--- config.mk ---
export PLATFORM = sky130hd
export DESIGN_NAME = hs_uart_tx
export DESIGN_NICKNAME = d
export VERILOG_FILES = /design/src/rtl/hs_uart_tx_pkg.sv /design/src/rtl/hs_uart_tx_datapath.sv /design/src/rtl/hs_uart_tx_control.sv /design/src/rtl/hs_uart_tx.sv
export SDC_FILE = /design/constraint.sdc
export NUM_CORES = 1
export LEC_CHECK = 0
export BUFFER_PORTS_ARGS = -buffer_cell sky130_fd_sc_hd__buf_4
export CAP_MARGIN = 30
export CORE_MARGIN = 3
export CORE_UTILIZATION = 55
export DETAILED_ROUTE_END_ITERATION = 12
export GPL_ROUTABILITY_DRIVEN = 0
export PLACE_DENSITY = 0.71
export SLEW_MARGIN = 20
export SYNTH_ARGS = -nofsm -noshare
export SYNTH_HDL_FRONTEND = slang
export SYNTH_SLANG_ARGS = --single-unit
--- constraint.sdc ---
create_clock -name clk -period 3.9 [get_ports clk]
set_clock_uncertainty 0.15 [all_clocks]
set_input_delay 0.39 -clock clk [delete_from_list [all_inputs] [get_ports clk]]
set_output_delay 0.39 -clock clk [all_outputs]
set_load 0.05 [all_outputs]
--- src/rtl/hs_uart_tx_pkg.sv ---
package hs_uart_tx_pkg;

  // Strobes from the control to the datapath.
  typedef struct packed {
    logic load;   // take the queue head into the shifter
    logic shift;  // advance the shifter by one bit
  } txStrobes_t;

  // Low-water mark for a trigger code.
  function automatic int markOf(input logic [1:0] code);
    case (code)
      2'd0:    return 0;
      2'd1:    return 4;
      2'd2:    return 8;
      default: return 16;
    endcase
  endfunction

endpackage

--- src/rtl/hs_uart_tx_datapath.sv ---
module hs_uart_tx_datapath
  import hs_uart_tx_pkg::*;
#(
  parameter int DEPTH  = 64,
  parameter int DATA_W = 8,
  localparam int AW      = $clog2(DEPTH),
  localparam int CNT_W   = $clog2(DEPTH + 1),
  localparam int FRAME_W = DATA_W + 2
) (
  input  logic              clk,
  input  logic              rstN,
  input  logic              wrEn,
  input  logic [DATA_W-1:0] wrData,
  input  txStrobes_t        strobes,
  output logic [CNT_W-1:0]  count,
  output logic              fifoEmpty,
  output logic              lineBit
);

  logic [DATA_W-1:0]  mem [DEPTH];
  logic [AW-1:0]      wrPtr;
  logic [AW-1:0]      rdPtr;
  logic [FRAME_W-1:0] shReg;
  logic               push;
  logic               pop;

  assign push      = wrEn && (count < CNT_W'(DEPTH));
  assign pop       = strobes.load && (count != '0);
  assign fifoEmpty = (count == '0);
  assign lineBit   = shReg[0];

  always_ff @(posedge clk) begin
    if (push) mem[wrPtr] <= wrData;
  end

  always_ff @(posedge clk or negedge rstN) begin
    if (!rstN) begin
      wrPtr <= '0;
      rdPtr <= '0;
      count <= '0;
    end else begin
      if (push) wrPtr <= (wrPtr == AW'(DEPTH - 1)) ? '0 : wrPtr + 1'b1;
      if (pop)  rdPtr <= (rdPtr == AW'(DEPTH - 1)) ? '0 : rdPtr + 1'b1;
      case ({push, pop})
        2'b10:   count <= count + 1'b1;
        2'b01:   count <= count - 1'b1;
        default: count <= count;
      endcase
    end
  end

  // Shifter: stop, data, start; ones fill in behind so the line rests high.
  always_ff @(posedge clk or negedge rstN) begin
    if (!rstN) begin
      shReg <= '1;
    end else if (pop) begin
      shReg <= {1'b1, mem[rdPtr], 1'b0};
    end else if (strobes.shift) begin
      shReg <= {1'b1, shReg[FRAME_W-1:1]};
    end
  end

  AST_LEVEL_BOUND: assert property (@(posedge clk) disable iff (!rstN)
    count <= CNT_W'(DEPTH));
  AST_FULL_DROP: assert property (@(posedge clk) disable iff (!rstN)
    (count == CNT_W'(DEPTH)) && wrEn && !strobes.load |=> (count == CNT_W'(DEPTH)));

endmodule

--- src/rtl/hs_uart_tx_control.sv ---
module hs_uart_tx_control
  import hs_uart_tx_pkg::*;
#(
  parameter int DEPTH       = 64,
  parameter int DATA_W      = 8,
  parameter int DIV_W       = 8,
  parameter int OVERSAMPLE  = 14,
  parameter int SYNC_STAGES = 2,
  localparam int CNT_W   = $clog2(DEPTH + 1),
  localparam int OVS_W   = $clog2(OVERSAMPLE),
  localparam int FRAME_W = DATA_W + 2,
  localparam int BIT_W   = $clog2(FRAME_W)
) (
  input  logic             clk,
  input  logic             rstN,
  input  logic [DIV_W-1:0] divider,
  input  logic [CNT_W-1:0] count,
  input  logic             fifoEmpty,
  input  logic [1:0]       txTrig,
  input  logic             irqEn,
  input  logic             irqClr,
  input  logic             breakEn,
  input  logic             ctsEnable,
  input  logic             ctsInvert,
  input  logic             ctsIn,
  output txStrobes_t       strobes,
  output logic             busy,
  output logic             irqStatus,
  output logic             irqOut
);

  logic             ctsSynced;
  logic             ctsOk;
  logic             canStart;
  logic             bitEnd;
  logic             setIrq;
  logic [OVS_W-1:0] subCnt;
  logic [DIV_W-1:0] divCnt;
  logic [BIT_W-1:0] bitCnt;

  // Clear-to-send synchronizer, depth chosen by parameter.
  generate
    if (SYNC_STAGES == 0) begin : gNoSync
      assign ctsSynced = ctsIn;
    end else begin : gSync
      logic [SYNC_STAGES-1:0] syncReg;
      always_ff @(posedge clk or negedge rstN) begin
        if (!rstN) syncReg <= '0;
        else       syncReg <= {syncReg[SYNC_STAGES-2:0], ctsIn};
      end
      assign ctsSynced = syncReg[SYNC_STAGES-1];
    end
  endgenerate

  assign ctsOk    = !ctsEnable || (ctsSynced ^ ctsInvert);
  assign canStart = !busy && !fifoEmpty && !breakEn && ctsOk;
  assign bitEnd   = busy && (subCnt == OVS_W'(OVERSAMPLE - 1)) && (divCnt >= divider);

  always_comb begin
    strobes       = '0;
    strobes.load  = canStart;
    strobes.shift = bitEnd;
  end

  // Bit timing: subCnt runs 0..OVERSAMPLE-1, divCnt counts its wraps.
  always_ff @(posedge clk or negedge rstN) begin
    if (!rstN) begin
      busy   <= 1'b0;
      subCnt <= '0;
      divCnt <= '0;
      bitCnt <= '0;
    end else if (canStart) begin
      busy   <= 1'b1;
      subCnt <= '0;
      divCnt <= '0;
      bitCnt <= '0;
    end else if (busy) begin
      if (subCnt == OVS_W'(OVERSAMPLE - 1)) begin
        subCnt <= '0;
        divCnt <= (divCnt >= divider) ? '0 : divCnt + 1'b1;
      end else begin
        subCnt <= subCnt + 1'b1;
      end
      if (bitEnd) begin
        if (bitCnt == BIT_W'(FRAME_W - 1)) begin
          busy   <= 1'b0;
          bitCnt <= '0;
        end else begin
          bitCnt <= bitCnt + 1'b1;
        end
      end
    end
  end

  // Low-water latch: set on a departure that leaves the queue at or under the mark.
  assign setIrq = canStart && ((int'(count) - 1) <= markOf(txTrig));

  always_ff @(posedge clk or negedge rstN) begin
    if (!rstN)       irqStatus <= 1'b0;
    else if (setIrq) irqStatus <= 1'b1;
    else if (irqClr) irqStatus <= 1'b0;
  end

  assign irqOut = irqStatus && irqEn;

  AST_IRQ_CLEAR: assert property (@(posedge clk) disable iff (!rstN)
    irqClr && !strobes.load |=> !irqStatus);
  AST_IRQ_HOLD: assert property (@(posedge clk) disable iff (!rstN)
    irqStatus && !irqClr |=> irqStatus);
  AST_BREAK_NO_START: assert property (@(posedge clk) disable iff (!rstN)
    breakEn && !busy |=> !busy);
  AST_CTS_HOLD: assert property (@(posedge clk) disable iff (!rstN)
    ctsEnable && !(ctsSynced ^ ctsInvert) && !busy |=> !busy);
  AST_BIT_RANGE: assert property (@(posedge clk) disable iff (!rstN)
    bitCnt < BIT_W'(FRAME_W));

endmodule

--- src/rtl/hs_uart_tx.sv ---
module hs_uart_tx
  import hs_uart_tx_pkg::*;
#(
  parameter int DEPTH      = 64,
  parameter int DATA_W     = 8,
  parameter int DIV_W      = 8,
  parameter int LEVEL_W    = 8,
  parameter int OVERSAMPLE = 14,
  localparam int CNT_W = $clog2(DEPTH + 1)
) (
  input  logic               clk,
  input  logic               rstN,
  input  logic               wrEn,
  input  logic [DATA_W-1:0]  wrData,
  input  logic [DIV_W-1:0]   divider,
  input  logic [1:0]         txTrig,
  input  logic               irqEn,
  input  logic               irqClr,
  input  logic               breakEn,
  input  logic               ctsEnable,
  input  logic               ctsInvert,
  input  logic               ctsIn,
  output logic               txd,
  output logic [LEVEL_W-1:0] txLevel,
  output logic               irqStatus,
  output logic               irqOut
);

  txStrobes_t       strobes;
  logic [CNT_W-1:0] count;
  logic             fifoEmpty;
  logic             lineBit;
  logic             busy;

  hs_uart_tx_control #(
    .DEPTH(DEPTH), .DATA_W(DATA_W), .DIV_W(DIV_W), .OVERSAMPLE(OVERSAMPLE)
  ) u_control (
    .clk(clk), .rstN(rstN), .divider(divider), .count(count),
    .fifoEmpty(fifoEmpty), .txTrig(txTrig), .irqEn(irqEn), .irqClr(irqClr),
    .breakEn(breakEn), .ctsEnable(ctsEnable), .ctsInvert(ctsInvert),
    .ctsIn(ctsIn), .strobes(strobes), .busy(busy), .irqStatus(irqStatus),
    .irqOut(irqOut)
  );

  hs_uart_tx_datapath #(
    .DEPTH(DEPTH), .DATA_W(DATA_W)
  ) u_datapath (
    .clk(clk), .rstN(rstN), .wrEn(wrEn), .wrData(wrData), .strobes(strobes),
    .count(count), .fifoEmpty(fifoEmpty), .lineBit(lineBit)
  );

  assign txd     = breakEn ? 1'b0 : lineBit;
  assign txLevel = LEVEL_W'(count);

  AST_IDLE_HIGH: assert property (@(posedge clk) disable iff (!rstN)
    !busy && !breakEn |-> txd);

endmodule

==> results of run 1 <==
==> layer usage <==
metal | vias up | global-route usage | routed length [um]
met5 | - | 0 | 0
met4 | 0 | 0.0737 | 1250
met3 | 76 | 0.0414 | 4130
met2 | 574 | 0.359 | 24000
met1 | 6222 | 0.332 | 20600
li1 | 5294 | - | -
==> area by class of cell <==
cell class / instances / area, sq um / area share
inverter: 15 / 56.3 / 0.00220
clock buffer: 58 / 1410 / 0.0550
multi-input combinational: 636 / 5840 / 0.228
sequential: 560 / 16600 / 0.648
tap: 532 / 666 / 0.0260
clock inverter: 39 / 295 / 0.0115
timing repair buffer: 92 / 758 / 0.0296
==> where the power goes <==
group	switching (mW)	internal, mW
Clock	2.18	2.86
Combinational	2.27	1.80
Sequential	0.469	6.88
==> worst min-delay path: stages <==
cell	delay, ns
buf_4	0.11
nor2b_1	0.19
nand2_1	0.09
nand2_1	0.04
==> metrics by stage <==
| stage | utilization | hold slack (ns) |
|---|---|---|
| 6_report | 0.623 | 0.113 |
| 5_1_grt | 0.623 | 0.130 |
| 4_1_cts | 0.623 | 0.0909 |
| 3_5_place_dp | 0.581 | 0.189 |
| 3_3_place_gp | 0.580 | 0.184 |
| 2_1_floorplan | - | -0.0556 |
==> timing repair <==
action / in CTS / in global routing
hold endpoints to repair: 41 / 0
resized for setup: 0 / 0
hold buffers: 4 / 0
endpoints found under the setup margin: 0 / 0
==> worst max path at each step <==
stage                                to  slack, ns  cells after the start
floorplan           u_datapath.count[6]       0.10                     17
CTS                 u_datapath.count[6]       0.48                     13
global route        u_datapath.count[6]       0.17                     13
detailed placement  u_datapath.count[6]       0.50                     13
finish              u_datapath.count[6]       0.44                     13
global placement    u_datapath.count[6]       0.54                     13
==> registers in the layout, summed over array words and instances (netlist names) <==
signal / flops
u_control.bitCnt: 4
u_datapath.mem: 512
u_datapath.wrPtr: 6
u_control.divCnt: 8
u_control.subCnt: 4
u_datapath.count: 7
u_control.gSync.syncReg: 2
u_control.busy: 1
u_datapath.shReg: 9
u_datapath.rdPtr: 6
u_control.irqStatus: 1
==> cell usage in the layout (no fill, tap or decap), types with 6 or more instances in the layout <==
master       n
a211oi_1    21
a21oi_1     33
a22oi_1     22
a31oi_1      7
buf_4       84
clkbuf_16   56
clkinv_1    21
clkinv_2     8
dfrtp_1     37
dfstp_2      9
edfxtp_1   512
ha_1        21
inv_1       15
mux2i_1     59
mux4_1      15
mux4_2      88
nand2_1     71
nand2b_1     7
nand3_1     21
nand4_1      6
nor2_1      95
nor2b_1     18
nor3_1      11
o21ai_0     22
o221ai_1    11
o22ai_1     13
xnor2_1     12
xor2_1       7
==> cells by family after synthesis <==
group	count (synthesis)	synth area share
and+or+nand+nor	254	0.0504
adders and majority gates	21	0.0114
muxes	167	0.131
other	1	0.000163
buffers and inverters	87	0.0251
AOI/OAI and AO/OA	174	0.0531
xor gates and xnor gates	19	0.00723
DFF	560	0.721
==> results.cfg, run 1 <==
[clocking]
worstSkewPairLatency_ns = 0.61
cts.root.buffer_cell = clkbuf_16
clk_pin_slew_ns = 0.06
cts_buffers = 55
cts_max_path_buffers = 3
post_cts_buffers = 0
cts_tree = yes
cts.sinks = 560
cts-htree-levels = 2

[final_layout]
drive_gt1_frac = 0.198
finish.instance_area_sq_mm = 0.0256
stdcell_count = 1932
nFillCells = 2887
num_antenna_cells = 0
syn_to_final_growth_pct = 11.4
layout.nets = 1408

[logic_synthesis]
syn_inst = 1283
yosysMostFrequentCell = edfxtp_1
synth_nets = 1331
yosysUniqueCellTypes = 74
ys_seq_area_frac = 0.721
yosys_register_bits = 560
synth-async-reset-ratio = 0.0857
synth_edf_count = 512
synth.top_cells.by_count = 512 x edfxtp_1, 95 x nor2_1, 88 x mux4_2, 71 x nand2_1, 59 x mux2i_1
syn_area_per_cell_sq_um = 17.9
synth_top_area_frac = 0.668
ys.flop_type = edfxtp_1
ys_top_cells_by_area = edfxtp_1 67%, mux4_2 8.6%, dfrtp_1 4.2%, mux2i_1 2.6%, mux4_1 1.7%
netlist_area_sq_mm = 0.0230
ys_warn_count = 0
synth_top_area_cell = edfxtp_1

[critical_path]
critPathTopFamily = simple AND/OR/NAND/NOR gates
slowest_stage = dfrtp_1
worstSetupEndpointType = flop
regToRegSetupSlack_ns = 0.44
timing.rr.start = u_datapath.count[1]
r2r_cells = 13
cp_cell_sequence = nor4_2, nand2_1, nand2_1, inv_1, ha_1, xor2_1, ha_1, or2_2, a211o_1, a21oi_1, nor2_1, a211oi_1, xor2_1
worst-path-buf-inv = 1
critical_path_class = reg -> reg
cp.required_ns = 4.27
startpoint_type = flop
r2r_end = u_datapath.count[6]
max_stage_delay_ns = 0.51
startpoint = u_datapath.count[1]
path_max_fanout = 12
arrival_ns = 3.83

[power]
pwr_density_cell_mw_per_mm2 = 642
total_power_mw = 16.4
max-vdd-ir-drop_uv = 382
p_leak_nw = 8.52

[grt]
grt_max_degree = 65
overflow = 0
grt_pass1_vias = 12100
antenna_found_initial = 0
grt_pass1_wl_mm = 75.9
grt_usage = 0.228

[detailed_routing]
drc = 0
ant_nets = 0
vias = 12200
wire_per_inst_um = 25.9
detail_route.first_pass.iterations = 6
drt-initial-drc-count = 1587
drt-total-wl_mm = 50.0
via_per_inst = 6.30

[floorplan]
start_util = 0.560
rows = 74
die_w_um = 211
core_region_area_sq_mm = 0.0411
chipHeight_um = 211
die-area_sq_mm = 0.0443
io_pins = 38

[sta]
period_share = 0.887
setup_viol = 0
setup_slack_ns = 0.442
tightest_slew_ns = 0.881
relSlewSlack = 0.411
period_minus_slack_ns = 3.46
setup_tns_ns = 0
grt_setup_unrepaired = no
final_hold_viol_count = 0
fmax_ghz = 0.289
slew_viol_final = 0

[min_path]
min_path_type = in -> reg
hold-path-cell-count = 4
worst_hold_path.endpoint = u_datapath.wrPtr[1]
hp-start = wrEn

[place]
port_buffers = 36
dp_slack_ns = 0.501
dp_hpwl_mm = 30.5
dp_cells = 1831
placed_area_sq_mm = 0.0239

[outcome]
status = finished, final reports clean

[job]
drv_cap = 0
No activity file was read; power rests on OpenSTA's default activity.
==> run 2: changes to the inputs <==
--- a/config.mk
+++ b/config.mk
@@ -5,13 +5,14 @@
 export SDC_FILE = /design/constraint.sdc
 export NUM_CORES = 1
 export LEC_CHECK = 0
-export BUFFER_PORTS_ARGS = -buffer_cell sky130_fd_sc_hd__buf_4
+export BUFFER_PORTS_ARGS = -buffer_cell sky130_fd_sc_hd__buf_2
 export CAP_MARGIN = 30
 export CORE_MARGIN = 3
 export CORE_UTILIZATION = 55
 export DETAILED_ROUTE_END_ITERATION = 12
 export GPL_ROUTABILITY_DRIVEN = 0
 export PLACE_DENSITY = 0.71
+export RECOVER_POWER = 25
 export SLEW_MARGIN = 20
 export SYNTH_ARGS = -nofsm -noshare
 export SYNTH_HDL_FRONTEND = slang
==> run 2 against run 1 <==
The run now ends with max-capacitance violations, max-slew violations left. Clock power is 7.1% higher. Power is 2.2% higher. Sequential cell count stayed put. First-iteration DRC count hardly changed. Combinational power hardly changed. Cell count is 0.93% higher. Count of clock-buffer cells in the layout is 5 higher.
==> results.cfg, run 2 (synthesis gave the netlist of run 1 again) <==
[outcome]
status = complete, but fails checks
violations = max-capacitance violations, max-slew violations

[power]
p_int_mw = 11.8
pwr_density_cell_mw_per_mm2 = 652
p_comb_frac = 0.242
netSwitchingPower_mw = 4.97
sequentialPowerShare = 0.437
max-vdd-ir-drop_uv = 412
pwr-share-clk = 0.321
p_leak_nw = 8.59
switching_share = 0.296

[sta]
setup_tns_ns = 0
relSlewSlack = -0.185
fmax_ghz = 0.291
slew_viol_final = 141
final_hold_viol_count = 0
tightest_slew_ns = 1.78
period_share = 0.881
period_minus_slack_ns = 3.44
grt_setup_unrepaired = no
setup_viol = 0

[final_layout]
largestRegisters = u_datapath.mem (512), u_datapath.shReg (9), u_control.divCnt (8)
regArea_sq_mm = 0.0166
multiInputGateArea_sq_mm = 0.00584
finish.utilization = 0.627
final_common_cell = edfxtp_1
syn_to_final_growth_pct = 12.0
regMostFlops = u_datapath.mem
drive_gt1_frac = 0.203
num_antenna_cells = 0
final_cell_mix = 512 x edfxtp_1, 95 x nor2_1, 88 x mux4_2, 71 x nand2_1, 59 x mux2i_1
layout.nets = 1419
nFillCells = 2848
largest_reg_flops = 512

[clocking]
cts_max_path_buffers = 3
worstSkewPairLatency_ns = 0.61
clk_pin_slew_ns = 0.06
cts_buffers = 55
cts-resized-gates = 0
cts.sinks = 560
cts.root.buffer_cell = clkbuf_16
post_cts_buffers = 0
cts_tree = yes
cts-htree-levels = 2

[critical_path]
path_max_fanout = 12
critical_path_class = reg -> reg
startpoint_type = flop
max_stage_delay_ns = 0.52
slowest_stage = dfrtp_1
timing.rr.start = u_datapath.count[1]
arrival_ns = 3.80
startpoint = u_datapath.count[1]
cp.required_ns = 4.27
worstSetupEndpointType = flop
cp_cell_sequence = nor4_2, nand2_1, nand2_1, inv_1, ha_1, xor2_1, ha_1, or2_2, a211o_1, a21oi_1, nor2_1, a211oi_1, xor2_1

[floorplan]
io_pins = 38
start_util = 0.560
die_w_um = 211
core_region_area_sq_mm = 0.0411
die-area_sq_mm = 0.0443
chipHeight_um = 211
rows = 74

[detailed_routing]
drc = 0
drt-total-wl_mm = 50.1
vias = 12200
ant_nets = 0
wire_per_inst_um = 25.7
detail_route.first_pass.iterations = 7
drt-initial-drc-count = 1586
via_per_inst = 6.27

[job]
drv_cap = 4

[place]
port_buffers = 36
dp_hpwl_mm = 31.6

[min_path]
hp-start = wrEn
min_path_type = in -> reg

[grt]
grt_usage = 0.231
grt_pass1_vias = 12200
antenna_found_initial = 0
overflow = 0
grt_max_degree = 56
grt_pass1_wl_mm = 76.1
## run 2: changes by cell type in the layout (fill, tap and decap cells not counted), sizes merged
cell | before | now
clkinvlp | 3 | 4
clkbuf | 58 | 76
bufinv | 4 | 8
buf | 88 | 86
clkinv | 31 | 28
## run 2: layout make-up
type | count | area share
flip-flops and latches | 560 | 0.644
well taps | 532 | 0.0258
repair buffers | 103 | 0.0290
multi-input cells | 636 | 0.227
clock buffers | 63 | 0.0554
clock inverters | 41 | 0.0168
inverters | 15 | 0.00219
## run 2: worst max-delay path: cells and delay by family, from the launching register on
kind                       cells  cell delay [ns]
and+or+nand+nor                5             1.02
DFF                            1             0.52
AOI/OAI and AO/OA              3             0.70
xor gates and xnor gates       2             0.35
buffers and inverters          1             0.06
adders and majority gates      2             0.56
## run 2: power groups by stage
stage | sequential, mW | combinational [mW] | clock (mW)
after floorplan | 7.26 | 3.09 | 0
after global placement | 7.44 | 3.98 | 0
after detailed placement | 7.45 | 4.06 | 0
after CTS | 7.33 | 4.09 | 5.48
after global routing | 7.38 | 4.34 | 5.70
final | 7.34 | 4.06 | 5.40
## run 2: worst paths after layout
check | to | slack, ns | cells past startpoint
min | u_datapath.wrPtr[1] | 0.09 | 4
max | u_datapath.count[6] | 0.46 | 13
max reg2reg | u_datapath.count[6] | 0.46 | 13
min in group asynchronous | u_datapath.count[6] | 0.23 | 2
max in group asynchronous | u_datapath.shReg[7] | 2.58 | 3
min reg2reg | u_control.gSync.syncReg[1] | 0.20 | 0
## run 2: what timing repair did
item                                    CTS  global route
hold buffers                              4             0
hold endpoints to repair                 30             0
endpoints found under the setup margin    0             0
## run 2: metal layers
metal  vias to the layer above  part of all wire  wire length, um  GRT usage
met2                       538              0.48            24200      0.367
met1                      6255              0.41            20600      0.329
met4                         0             0.034             1690     0.0859
met5                         -                 0                0          0
met3                        89             0.073             3650     0.0382
li1                       5348                 -                -          -
## run 2: through the flow
step	worst slack (ns)	power, mW	std cells	area [sq um]	hold WS (ns)
finish	0.464	16.8	1950	25800	0.0901
global route	0.240	17.4	1950	25800	0.0933
CTS	0.513	16.9	1949	25800	0.0457
detailed placement	0.538	11.5	1841	23900	0.187
global placement	0.581	11.4	1837	23800	0.183
floorplan	0.104	10.3	1283	23000	-0.0556
